### config.mk
export PLATFORM = sky130hd
export DESIGN_NAME = cpu_acc
export DESIGN_NICKNAME = d
export VERILOG_FILES = /design/src/rtl/cpu_pkg.sv /design/src/rtl/cpu_alu.sv /design/src/rtl/cpu_ctrl.sv /design/src/rtl/cpu_dp.sv /design/src/rtl/cpu_acc.sv
export SDC_FILE = /design/constraint.sdc
export NUM_CORES = 1
export LEC_CHECK = 0
export ABC_CLOCK_PERIOD_IN_PS = 5930
export CAP_MARGIN = 20
export CELL_PAD_IN_SITES_DETAIL_PLACEMENT = 0
export CELL_PAD_IN_SITES_GLOBAL_PLACEMENT = 1
export CORE_MARGIN = 5
export CORE_UTILIZATION = 30
export DETAILED_ROUTE_END_ITERATION = 6
export DONT_BUFFER_PORTS = 1
export PLACE_DENSITY = 0.6
export SYNTH_ARGS = -nofsm -noshare
export SYNTH_HDL_FRONTEND = slang
export SYNTH_SLANG_ARGS = --single-unit
### constraint.sdc
create_clock -name clk -period 5.93 [get_ports clk]
set_clock_uncertainty 0.2 [all_clocks]
set_input_delay 0.2965 -clock clk [delete_from_list [all_inputs] [get_ports clk]]
set_output_delay 0.2965 -clock clk [all_outputs]
set_load 0.02 [all_outputs]
### src/rtl/cpu_pkg.sv
package cpu_pkg;

    localparam int OPW = 4;

    localparam logic [OPW-1:0] OPC_ADD   = 4'h0;
    localparam logic [OPW-1:0] OPC_READ  = 4'h1;
    localparam logic [OPW-1:0] OPC_WRITE = 4'h2;
    localparam logic [OPW-1:0] OPC_NEG   = 4'h3;
    localparam logic [OPW-1:0] OPC_AND   = 4'h4;
    localparam logic [OPW-1:0] OPC_OR    = 4'h5;
    localparam logic [OPW-1:0] OPC_JNZ   = 4'h6;
    localparam logic [OPW-1:0] OPC_JSR   = 4'h7;
    localparam logic [OPW-1:0] OPC_RET   = 4'h8;
    localparam logic [OPW-1:0] OPC_SHR   = 4'h9;
    localparam logic [OPW-1:0] OPC_SHL   = 4'hA;
    localparam logic [OPW-1:0] OPC_HALT  = 4'hB;
    localparam logic [OPW-1:0] OPC_JMP   = 4'hC;

    typedef enum logic [2:0] {
        SRC_NONE, SRC_PC, SRC_SP, SRC_IR, SRC_MBR, SRC_AC
    } bus_src_e;

    typedef enum logic [2:0] {
        ALU_PASS, ALU_ADD, ALU_AND, ALU_OR, ALU_NEG, ALU_SHR, ALU_SHL
    } alu_op_e;

    typedef struct packed {
        bus_src_e src;
        logic     mar_ld;
        logic     mbr_ld_bus;
        logic     mbr_ld_mem;
        logic     pc_ld;
        logic     pc_inc;
        logic     sp_inc;
        logic     sp_dec;
        logic     ir_ld;
        logic     ac_ld;
        alu_op_e  alu;
        logic     mem_we;
    } ctrl_t;

endpackage

### src/rtl/cpu_alu.sv
module cpu_alu
    import cpu_pkg::*;
#(
    parameter int DW = 12
) (
    input  alu_op_e       op,
    input  logic [DW-1:0] a,
    input  logic [DW-1:0] b,
    output logic [DW-1:0] y
);

    always_comb begin
        case (op)
            ALU_ADD: y = a + b;
            ALU_AND: y = a & b;
            ALU_OR:  y = a | b;
            ALU_NEG: y = DW'(0) - a;
            ALU_SHR: y = a >> 1;
            ALU_SHL: y = a << 1;
            default: y = b;
        endcase
    end

endmodule

### src/rtl/cpu_ctrl.sv
module cpu_ctrl
    import cpu_pkg::*;
(
    input  logic           clk,
    input  logic           rst_n,
    input  logic [OPW-1:0] opcode,
    input  logic           ac_nz,
    output ctrl_t          ctl,
    output logic           halted,
    output logic           fetching,
    output logic           executing
);

    typedef struct packed {
        logic       exec;
        logic [1:0] phase;
        logic       halted;
    } seq_t;

    seq_t seq_d, seq_q;

    // operand fetch shared by ADD/AND/OR/READ and by RET (address source differs)
    function automatic ctrl_t load_operand(input logic [1:0] ph, input bus_src_e asrc);
        ctrl_t c;
        c = '0;
        case (ph)
            2'd0: begin c.src = asrc; c.mar_ld = 1'b1; end
            2'd2: c.mbr_ld_mem = 1'b1;
            default: ;
        endcase
        return c;
    endfunction

    always_comb begin
        seq_d = seq_q;
        ctl   = '0;
        if (!seq_q.halted) begin
            seq_d.phase = seq_q.phase + 2'd1;
            if (seq_q.phase == 2'd3) seq_d.exec = ~seq_q.exec;

            if (!seq_q.exec) begin
                case (seq_q.phase)
                    2'd0: begin ctl.src = SRC_PC; ctl.mar_ld = 1'b1; end
                    2'd1: ctl.pc_inc = 1'b1;
                    2'd2: ctl.mbr_ld_mem = 1'b1;
                    default: begin ctl.src = SRC_MBR; ctl.ir_ld = 1'b1; end
                endcase
            end else begin
                case (opcode)
                    OPC_ADD, OPC_AND, OPC_OR, OPC_READ: begin
                        ctl = load_operand(seq_q.phase, SRC_IR);
                        if (seq_q.phase == 2'd3) begin
                            ctl.src    = SRC_MBR;
                            ctl.ac_ld  = 1'b1;
                            ctl.alu    = (opcode == OPC_ADD) ? ALU_ADD :
                                         (opcode == OPC_AND) ? ALU_AND :
                                         (opcode == OPC_OR)  ? ALU_OR  : ALU_PASS;
                        end
                    end
                    OPC_WRITE: begin
                        case (seq_q.phase)
                            2'd0: begin ctl.src = SRC_IR; ctl.mar_ld = 1'b1; end
                            2'd1: begin ctl.src = SRC_AC; ctl.mbr_ld_bus = 1'b1; end
                            2'd2: ctl.mem_we = 1'b1;
                            default: ;
                        endcase
                    end
                    OPC_NEG, OPC_SHR, OPC_SHL: begin
                        if (seq_q.phase == 2'd0) begin
                            ctl.ac_ld = 1'b1;
                            ctl.alu   = (opcode == OPC_NEG) ? ALU_NEG :
                                        (opcode == OPC_SHR) ? ALU_SHR : ALU_SHL;
                        end
                    end
                    OPC_JMP: begin
                        if (seq_q.phase == 2'd0) begin
                            ctl.src = SRC_IR; ctl.pc_ld = 1'b1;
                        end
                    end
                    OPC_JNZ: begin
                        if (seq_q.phase == 2'd0 && ac_nz) begin
                            ctl.src = SRC_IR; ctl.pc_ld = 1'b1;
                        end
                    end
                    OPC_JSR: begin
                        case (seq_q.phase)
                            2'd0: ctl.sp_dec = 1'b1;
                            2'd1: begin ctl.src = SRC_SP; ctl.mar_ld = 1'b1; end
                            2'd2: begin ctl.src = SRC_PC; ctl.mbr_ld_bus = 1'b1; end
                            default: begin
                                ctl.mem_we = 1'b1;
                                ctl.src    = SRC_IR;
                                ctl.pc_ld  = 1'b1;
                            end
                        endcase
                    end
                    OPC_RET: begin
                        ctl = load_operand(seq_q.phase, SRC_SP);
                        if (seq_q.phase == 2'd3) begin
                            ctl.src    = SRC_MBR;
                            ctl.pc_ld  = 1'b1;
                            ctl.sp_inc = 1'b1;
                        end
                    end
                    OPC_HALT: begin
                        seq_d.halted = 1'b1;
                        seq_d.phase  = seq_q.phase;
                        seq_d.exec   = seq_q.exec;
                    end
                    default: ;
                endcase
            end
        end
    end

    always_ff @(posedge clk) begin
        if (!rst_n) begin
            seq_q <= '0;
        end else begin
            seq_q <= seq_d;
        end
    end

    assign halted    = seq_q.halted;
    assign fetching  = !seq_q.halted && !seq_q.exec;
    assign executing = !seq_q.halted && seq_q.exec;

    // four phases per half, then the half flips
    p_phase_wrap_r2: assert property (@(posedge clk) disable iff (!rst_n)
        (!seq_q.halted && seq_q.phase == 2'd3) |=>
            (seq_q.phase == 2'd0 && seq_q.exec != $past(seq_q.exec)))
        else $error("phase sequencing broken");

    // halt is sticky
    p_halt_sticky_r9: assert property (@(posedge clk) disable iff (!rst_n)
        seq_q.halted |=> seq_q.halted)
        else $error("halt released without reset");

endmodule

### src/rtl/cpu_dp.sv
module cpu_dp
    import cpu_pkg::*;
#(
    parameter int DW = 12,
    parameter int AW = 8
) (
    input  logic          clk,
    input  logic          rst_n,
    input  ctrl_t         ctl,
    input  logic [DW-1:0] mem_rdata,
    output logic [AW-1:0] mar,
    output logic [DW-1:0] mbr,
    output logic [DW-1:0] ir,
    output logic          ac_nz
);

    localparam logic [AW-1:0] SP_TOP = {AW{1'b1}};

    typedef struct packed {
        logic [AW-1:0] mar;
        logic [DW-1:0] mbr;
        logic [AW-1:0] pc;
        logic [AW-1:0] sp;
        logic [DW-1:0] ir;
        logic [DW-1:0] ac;
    } regs_t;

    regs_t         r_d, r_q;
    logic [DW-1:0] bus;
    logic [DW-1:0] alu_y;

    always_comb begin
        case (ctl.src)
            SRC_PC:  bus = DW'(r_q.pc);
            SRC_SP:  bus = DW'(r_q.sp);
            SRC_IR:  bus = DW'(r_q.ir[AW-1:0]);
            SRC_MBR: bus = r_q.mbr;
            SRC_AC:  bus = r_q.ac;
            default: bus = '0;
        endcase
    end

    cpu_alu #(.DW(DW)) u_alu (
        .op (ctl.alu),
        .a  (r_q.ac),
        .b  (bus),
        .y  (alu_y)
    );

    always_comb begin
        r_d = r_q;
        if (ctl.mar_ld)     r_d.mar = bus[AW-1:0];
        if (ctl.mbr_ld_bus) r_d.mbr = bus;
        if (ctl.mbr_ld_mem) r_d.mbr = mem_rdata;
        if (ctl.pc_ld)      r_d.pc  = bus[AW-1:0];
        else if (ctl.pc_inc) r_d.pc = r_q.pc + AW'(1);
        if (ctl.sp_dec)     r_d.sp  = r_q.sp - AW'(1);
        else if (ctl.sp_inc) r_d.sp = r_q.sp + AW'(1);
        if (ctl.ir_ld)      r_d.ir  = bus;
        if (ctl.ac_ld)      r_d.ac  = alu_y;
    end

    always_ff @(posedge clk) begin
        if (!rst_n) begin
            r_q    <= '0;
            r_q.sp <= SP_TOP;
        end else begin
            r_q <= r_d;
        end
    end

    assign mar   = r_q.mar;
    assign mbr   = r_q.mbr;
    assign ir    = r_q.ir;
    assign ac_nz = |r_q.ac;

    // stack pointer moves by at most one per cycle
    p_sp_step_r8: assert property (@(posedge clk) disable iff (!rst_n)
        1'b1 |=> (r_q.sp == $past(r_q.sp) ||
                  r_q.sp == AW'($past(r_q.sp) + AW'(1)) ||
                  r_q.sp == AW'($past(r_q.sp) - AW'(1))))
        else $error("stack pointer jumped");

    // address already settled when a write strobe fires
    p_we_addr_stable_r3: assert property (@(posedge clk) disable iff (!rst_n)
        ctl.mem_we |-> $stable(r_q.mar))
        else $error("address moved under write");

endmodule

### src/rtl/cpu_acc.sv
module cpu_acc
    import cpu_pkg::*;
#(
    parameter int DW = 12,
    parameter int AW = 8
) (
    input  logic          clk,
    input  logic          rst_n,
    output logic [AW-1:0] mem_addr,
    output logic [DW-1:0] mem_wdata,
    output logic          mem_we,
    input  logic [DW-1:0] mem_rdata,
    output logic          halt_o,
    output logic          fetch_o,
    output logic          exec_o
);

    ctrl_t         ctl;
    logic [DW-1:0] ir;
    logic          ac_nz;

    cpu_ctrl u_ctrl (
        .clk       (clk),
        .rst_n     (rst_n),
        .opcode    (ir[DW-1 -: OPW]),
        .ac_nz     (ac_nz),
        .ctl       (ctl),
        .halted    (halt_o),
        .fetching  (fetch_o),
        .executing (exec_o)
    );

    cpu_dp #(.DW(DW), .AW(AW)) u_dp (
        .clk       (clk),
        .rst_n     (rst_n),
        .ctl       (ctl),
        .mem_rdata (mem_rdata),
        .mar       (mem_addr),
        .mbr       (mem_wdata),
        .ir        (ir),
        .ac_nz     (ac_nz)
    );

    assign mem_we = ctl.mem_we;

    // exactly one status output active
    p_one_status_r11: assert property (@(posedge clk) disable iff (!rst_n)
        $countones({halt_o, fetch_o, exec_o}) == 1)
        else $error("status outputs not exclusive");

    // write strobe lasts one cycle
    p_we_pulse_r3: assert property (@(posedge clk) disable iff (!rst_n)
        mem_we |=> !mem_we)
        else $error("write strobe too long");

    // no writes once halted
    p_halt_quiet_r9: assert property (@(posedge clk) disable iff (!rst_n)
        halt_o |-> !mem_we)
        else $error("write while halted");

endmodule

Word-level counts from Yosys, hierarchy flattened
Cells that the tools add are included.

word-level totals
  flip-flop bits (word level) = 64
  latch bits = 0
  memory bits (writable) = 0
  memory bits (read-only) = 0
  memories = 0

cells by class
  add/subtract/negate cells = 6
  multipliers = 0
  divide/modulo/power cells = 0
  magnitude comparators = 0
  equality and inequality tests = 27
  shifts and indexed selects = 0
  mux-type cells = 51
  bitwise operators = 4
  reductions and logical operators = 17

operators by type and width
  cell                   number
  $pmux 12 s6            1
  $pmux 12 s5            1
  $mux 8                 4
  $mux 12                2
  $mux 3                 7
  $eq 4x4->1 const B     5
  $mux 4                 5
  $pmux 3 s6             1
  $add 8x1->8 const B    2
  $eq 4x3->1 const B     4
  $mux 1                 16
  $mux 16                1
  $eq 3x3->1 const B     5
  $add 12x12->12         1
  $and 12x12->12         1
  $eq 3x2->1 const B     4
  $or 12x12->12          1
  $pmux 3 s2             2
  $reduce_or 12->1       1
  $sub 1x12->12 const A  1
  $mux 2                 5
  $eq 4x2->1 const B     2
  $pmux 2 s4             1
  $pmux 4 s2             1
  22 further kinds       31

Longest topological paths before layout
  depth in word-level cells = 12
  depth in mapped cells = 19
  mapped depth without buffers = 18

Hierarchy
From an unflattened synthesis, not the netlist that was laid out.

unflattened totals
  cells, all modules = 718
  area, all modules = 5,626.6 um^2

by module, submodules not included
  module    times used  cells each  area an instance (um^2)  sequential area each (um^2)
  cpu_dp    1           366         3,259.4                  1,201.2
  cpu_alu   1           254         1,685.4                  0.0
  cpu_ctrl  1           98          681.9                    80.1

Worst setup path after synthesis
Ideal clock, no wire load.

  kind = reg2reg
  start = register u_ctrl.seq_q[1] (netlist name)
  end = register u_dp.r_q[10] (netlist name)
  setup time = 0.086 ns
  arrival = 4.611 ns
  data required time = 5.644 ns
  slack = 1.033 ns
  stages on the path, launching flop included = 20
  cells stage by stage = dfxtp_1 -> inv_1 -> ha_1 -> nor2b_1 -> o211a_1 -> and3_4 -> buf_6 -> o211a_1 -> o31a_1 -> nor4_4 -> inv_1 -> ha_1 -> fa_1 -> a21o_1 -> a211o_1 -> a2111o_1 -> a41oi_1 -> xnor2_1 -> a21oi_1 -> a211oi_1

between the ends
  longest elaborated chain between the ends = 10
  elaborated cells on any way between the ends = 38
  those cells by class = add/sub: 1; eq/ne: 14; mux: 18; bitwise: 2; reduce/logical: 3

ends and longest elaborated chain
  element                                             RTL line                        text
  start: declaration                                  cpu_ctrl.sv:20                  seq_t seq_d, seq_q;
  start signal: assignment                            cpu_ctrl.sv:120                 seq_q <= seq_d;
  $logic_not 2->1                                     --
  $mux 3 / $logic_and 1x1->1 (equally long branches)  cpu_ctrl.sv:26, cpu_ctrl.sv:81
  $mux 3 (tied with other cells)                      cpu_ctrl.sv:52                  if (seq_q.phase == 2'd3) begin
  $pmux 3 s6                                          cpu_ctrl.sv:49                  case (opcode)
  $mux 4 (*)                                          cpu_ctrl.sv:41                  if (!seq_q.exec) begin
  $mux 16 (*)                                         cpu_ctrl.sv:37                  if (!seq_q.halted) begin
  $eq 3x3->1 (tied with other cells)                  cpu_dp.sv:33                    case (ctl.src)
  $pmux 12 s5 (*)                                     cpu_dp.sv:33
  via u_dp.bus[0]                                     cpu_dp.sv:29                    logic [DW-1:0] bus;
  $add 12x12->12 (*)                                  cpu_alu.sv:14                   ALU_ADD: y = a + b;
  $pmux 12 s6 (*)                                     cpu_alu.sv:13                   case (op)
  end signal: assignment                              cpu_dp.sv:68                    r_q <= r_d;
  end: declaration                                    cpu_dp.sv:28                    regs_t r_d, r_q;

Mark *: on every way through the listed nets, which the timed path passes. The rest lies on a longest branch.
A chain may end at the register's enable or synchronous reset.

Worst setup path after layout
  start = register u_ctrl.seq_q, in the netlist u_ctrl.halted
  end = register u_dp.r_q[10] (netlist name)

between the ends
  longest elaborated chain between the ends = 5
  elaborated cells on any way between the ends = 17
  those cells by class = add/sub: 1; eq/ne: 11; mux: 3; bitwise: 2

ends and longest elaborated chain
  element                             RTL line
  $mux 16 (*)                         cpu_ctrl.sv:37
  $eq 3x3->1 (tied with other cells)  cpu_dp.sv:33
  $pmux 12 s5 (*)                     cpu_dp.sv:33
  via u_dp.bus[0]                     cpu_dp.sv:29
  $add 12x12->12 (*)                  cpu_alu.sv:14
  $pmux 12 s6 (*)                     cpu_alu.sv:13

Marked as above.

==> results.json <==
{
  "grt_start_max_net_pins": 40,
  "ys_warn_count": 0,
  "die_h_um": 148,
  "coreArea_um2": 18800,
  "io-pin-count": 38,
  "yosysSeqAreaShare_pct": 22.3,
  "status": "completed",
  "synthTopCellsByArea": "dfxtp_1 (22%), ha_1 (8.9%), a21oi_1 (5.9%)",
  "drt_wl_total_um": 20400,
  "die_x_um": 148,
  "vias": 5558,
  "clk_latency_ps": 350,
  "clock-root-buffer": "clkbuf_16",
  "yosysTopAreaCellShare_pct": 22.3,
  "overflow": 0,
  "start_util_pct": 30.6,
  "pre_cts_slack_ps": 544,
  "cts_resized": 0,
  "async_flop_share_pct": 0,
  "wl_per_cell_um": 21.6,
  "netlist_instances": 716,
  "grt_pass1_wl_um": 32000,
  "synth_cell_type_count": 90,
  "syn_nets": 773,
  "worstPathRequired_ps": 5990,
  "ys_ff_latch": 64,
  "setup.worst_path.start_class": "flip-flop",
  "drive_gt1_share_pct": 12.5,
  "synth-main-ff-cell": "dfxtp_1",
  "drc": 0,
  "clkTransAtPathRegs_ps": 60,
  "synth.largest_area_cell": "dfxtp_1",
  "viasPerCell": 5.89,
  "syn_avg_cell_area_um2": 8.02,
  "yosysMostFrequentCell": "a21oi_1",
  "postCtsSetupBuffers": 0,
  "finalCriticalPeriod_ps": 5460,
  "powerDensity_nw_per_um2": 192,
  "clk_path_buf_depth": 2,
  "hold_class": "in2reg",
  "min_period_over_period_pct": 92.1,
  "synth.cells.most_frequent": "a21oi_1 (68), dfxtp_1 (64), nand2_1 (63)",
  "drv_cap": 0,
  "cts_hold_buf": 12,
  "slew_headroom_pct": 35.2,
  "leakagePower_nw": 2.45,
  "n_antenna_cell": 0,
  "worst_slew_pin_slew_ps": 965,
  "hold_viol_final": 0,
  "path_max_fanout": 13,
  "cts_buffers": 9,
  "grt.total_usage_pct": 18.6,
  "syn2layout_area_growth_pct": 10.1,
  "h-tree-depth": 3,
  "antenna_found_initial": 0,
  "fillers": 2033,
  "ant_nets": 0,
  "io_buffers": 0,
  "dr.pass1.iters": 5,
  "arrival_ps": 5520,
  "critPathCaptureType": "flip-flop",
  "fmax_mhz": 183,
  "layout_setup_ws_ps": 468,
  "synth_area_um2": 5740,
  "rsz0062_at_grt": "false",
  "synth_edf_count": 0,
  "clkSinkCount": 64,
  "grt_pass1_vias": 5348,
  "max-vdd-ir-drop_v": 0.000109,
  "maxSlewViolCount": 0,
  "tns_ps": 0,
  "cts_tree": "built",
  "nNetsFinal": 762,
  "setup_violations": 0,
  "hpwlAfterDp_um": 15100,
  "rows": 50,
  "path_class": "reg2reg",
  "initialDrtViolationCount": 499,
  "gp_congestion": 0.909,
  "dieArea_um2": 22000
}
sequential cells by signal, summed over array words and instances (netlist names):
name           flops
u_ctrl.halted      1
u_ctrl.seq_q       3
u_dp.ir           12
u_dp.mar           8
u_dp.mbr          12
u_dp.r_q          28
where the power goes:
part	switching [mW]	internal, mW
Sequential	0.0346	0.448
Clock	0.220	0.283
Combinational	0.145	0.0817
critical path, cell delays in order, from the launching register on:
cell,delay (ps)
dfxtp_1,430
nand2b_2,310
inv_2,310
and3_1,500
nand2_1,300
o21bai_2,320
a211oi_1,150
nor4_4,430
inv_1,80
ha_1,270
fa_1,470
a21o_1,190
a211o_1,330
a2111o_1,430
a41oi_1,250
xnor2_1,150
a21oi_1,80
a211oi_1,160
layout make-up:
class                           instances  area [um2]  area share (%)
Inverter                               43         161            2.55
Tap cell                              234         293            4.63
Clock inverter                          7        48.8           0.772
Sequential cell                        64        1280            20.3
Timing Repair Buffer                   37         318            5.03
Clock buffer                            9         225            3.56
Multi-Input combinational cell        550        4000            63.2
placed cells by master (no fill, tap or decap), types with 5 or more instances in the layout:
cell type      instances
a22oi_1               22
a21oi_1               68
dlygate4sd3_1         11
a211oi_1              18
nor2_1                41
o211ai_1              12
o21ai_0               51
and2_1                 5
nand3b_1               5
nand3_1               13
a21o_1                 6
o22ai_1                9
inv_1                 39
nor2b_1                5
o41ai_1                9
nand2_1               63
ha_1                  41
dfxtp_1               64
buf_4                 25
nand4_1                5
clkbuf_16              9
nor4b_2                5
nor3_1                19
nand2b_1               8
o211a_1                7
o31a_1                 5
xor2_1                 5
xnor2_1               20
nor4_4                 6
a221oi_1               6
mux2i_1                5
cells by family (layout without fill, tap and decap cells):
| logic type | count (synthesis) | after routing | synth area share (%) |
|---|---|---|---|
| AO/OA/AOI/OAI | 261 | 261 | 31.4 |
| AND/OR/NAND/NOR | 212 | 212 | 22.7 |
| buffers and inverters | 102 | 96 | 8.49 |
| flip-flops | 64 | 64 | 22.3 |
| adder cells (fa/ha/maj) | 44 | 44 | 9.80 |
| XOR/XNOR | 25 | 25 | 3.81 |
| multiplexers | 8 | 8 | 1.46 |
per-stage QoR:
step / cells / total power, mW / cell area, um2 / hold WS, ps / util, %
5_1_grt: 944 / 1.27 / 6320 / 21.9 / 33.7
2_1_floorplan: 716 / 0.655 / 5740 / 246 / -
6_report: 944 / 1.21 / 6320 / 21.0 / 33.7
4_1_cts: 943 / 1.22 / 6310 / 9.03 / 33.6
3_3_place_gp: 915 / 0.702 / 5910 / 173 / 31.5
3_5_place_dp: 915 / 0.705 / 5910 / 178 / 31.5
layer usage:
layer,up-vias,part of all wire (%),routed length [um],global-route usage (%)
li1,2641,-,-,-
met1,2704,43,8820,24.5
met2,187,49,10100,31.4
met3,26,5.8,1180,3.17
met4,0,1.8,364,5.54
met5,-,0,0,0
final timing paths:
kind / start / endpoint / slack [ps] / cells past startpoint
max: u_ctrl.halted / u_dp.r_q[10] / 470 / 17
min: mem_rdata[8] / u_dp.mbr[8] / 20 / 2
max reg2reg: u_ctrl.halted / u_dp.r_q[10] / 470 / 17
min reg2reg: u_dp.r_q[30] / u_dp.r_q[30] / 320 / 2
No activity file was read; power rests on OpenSTA's default activity.
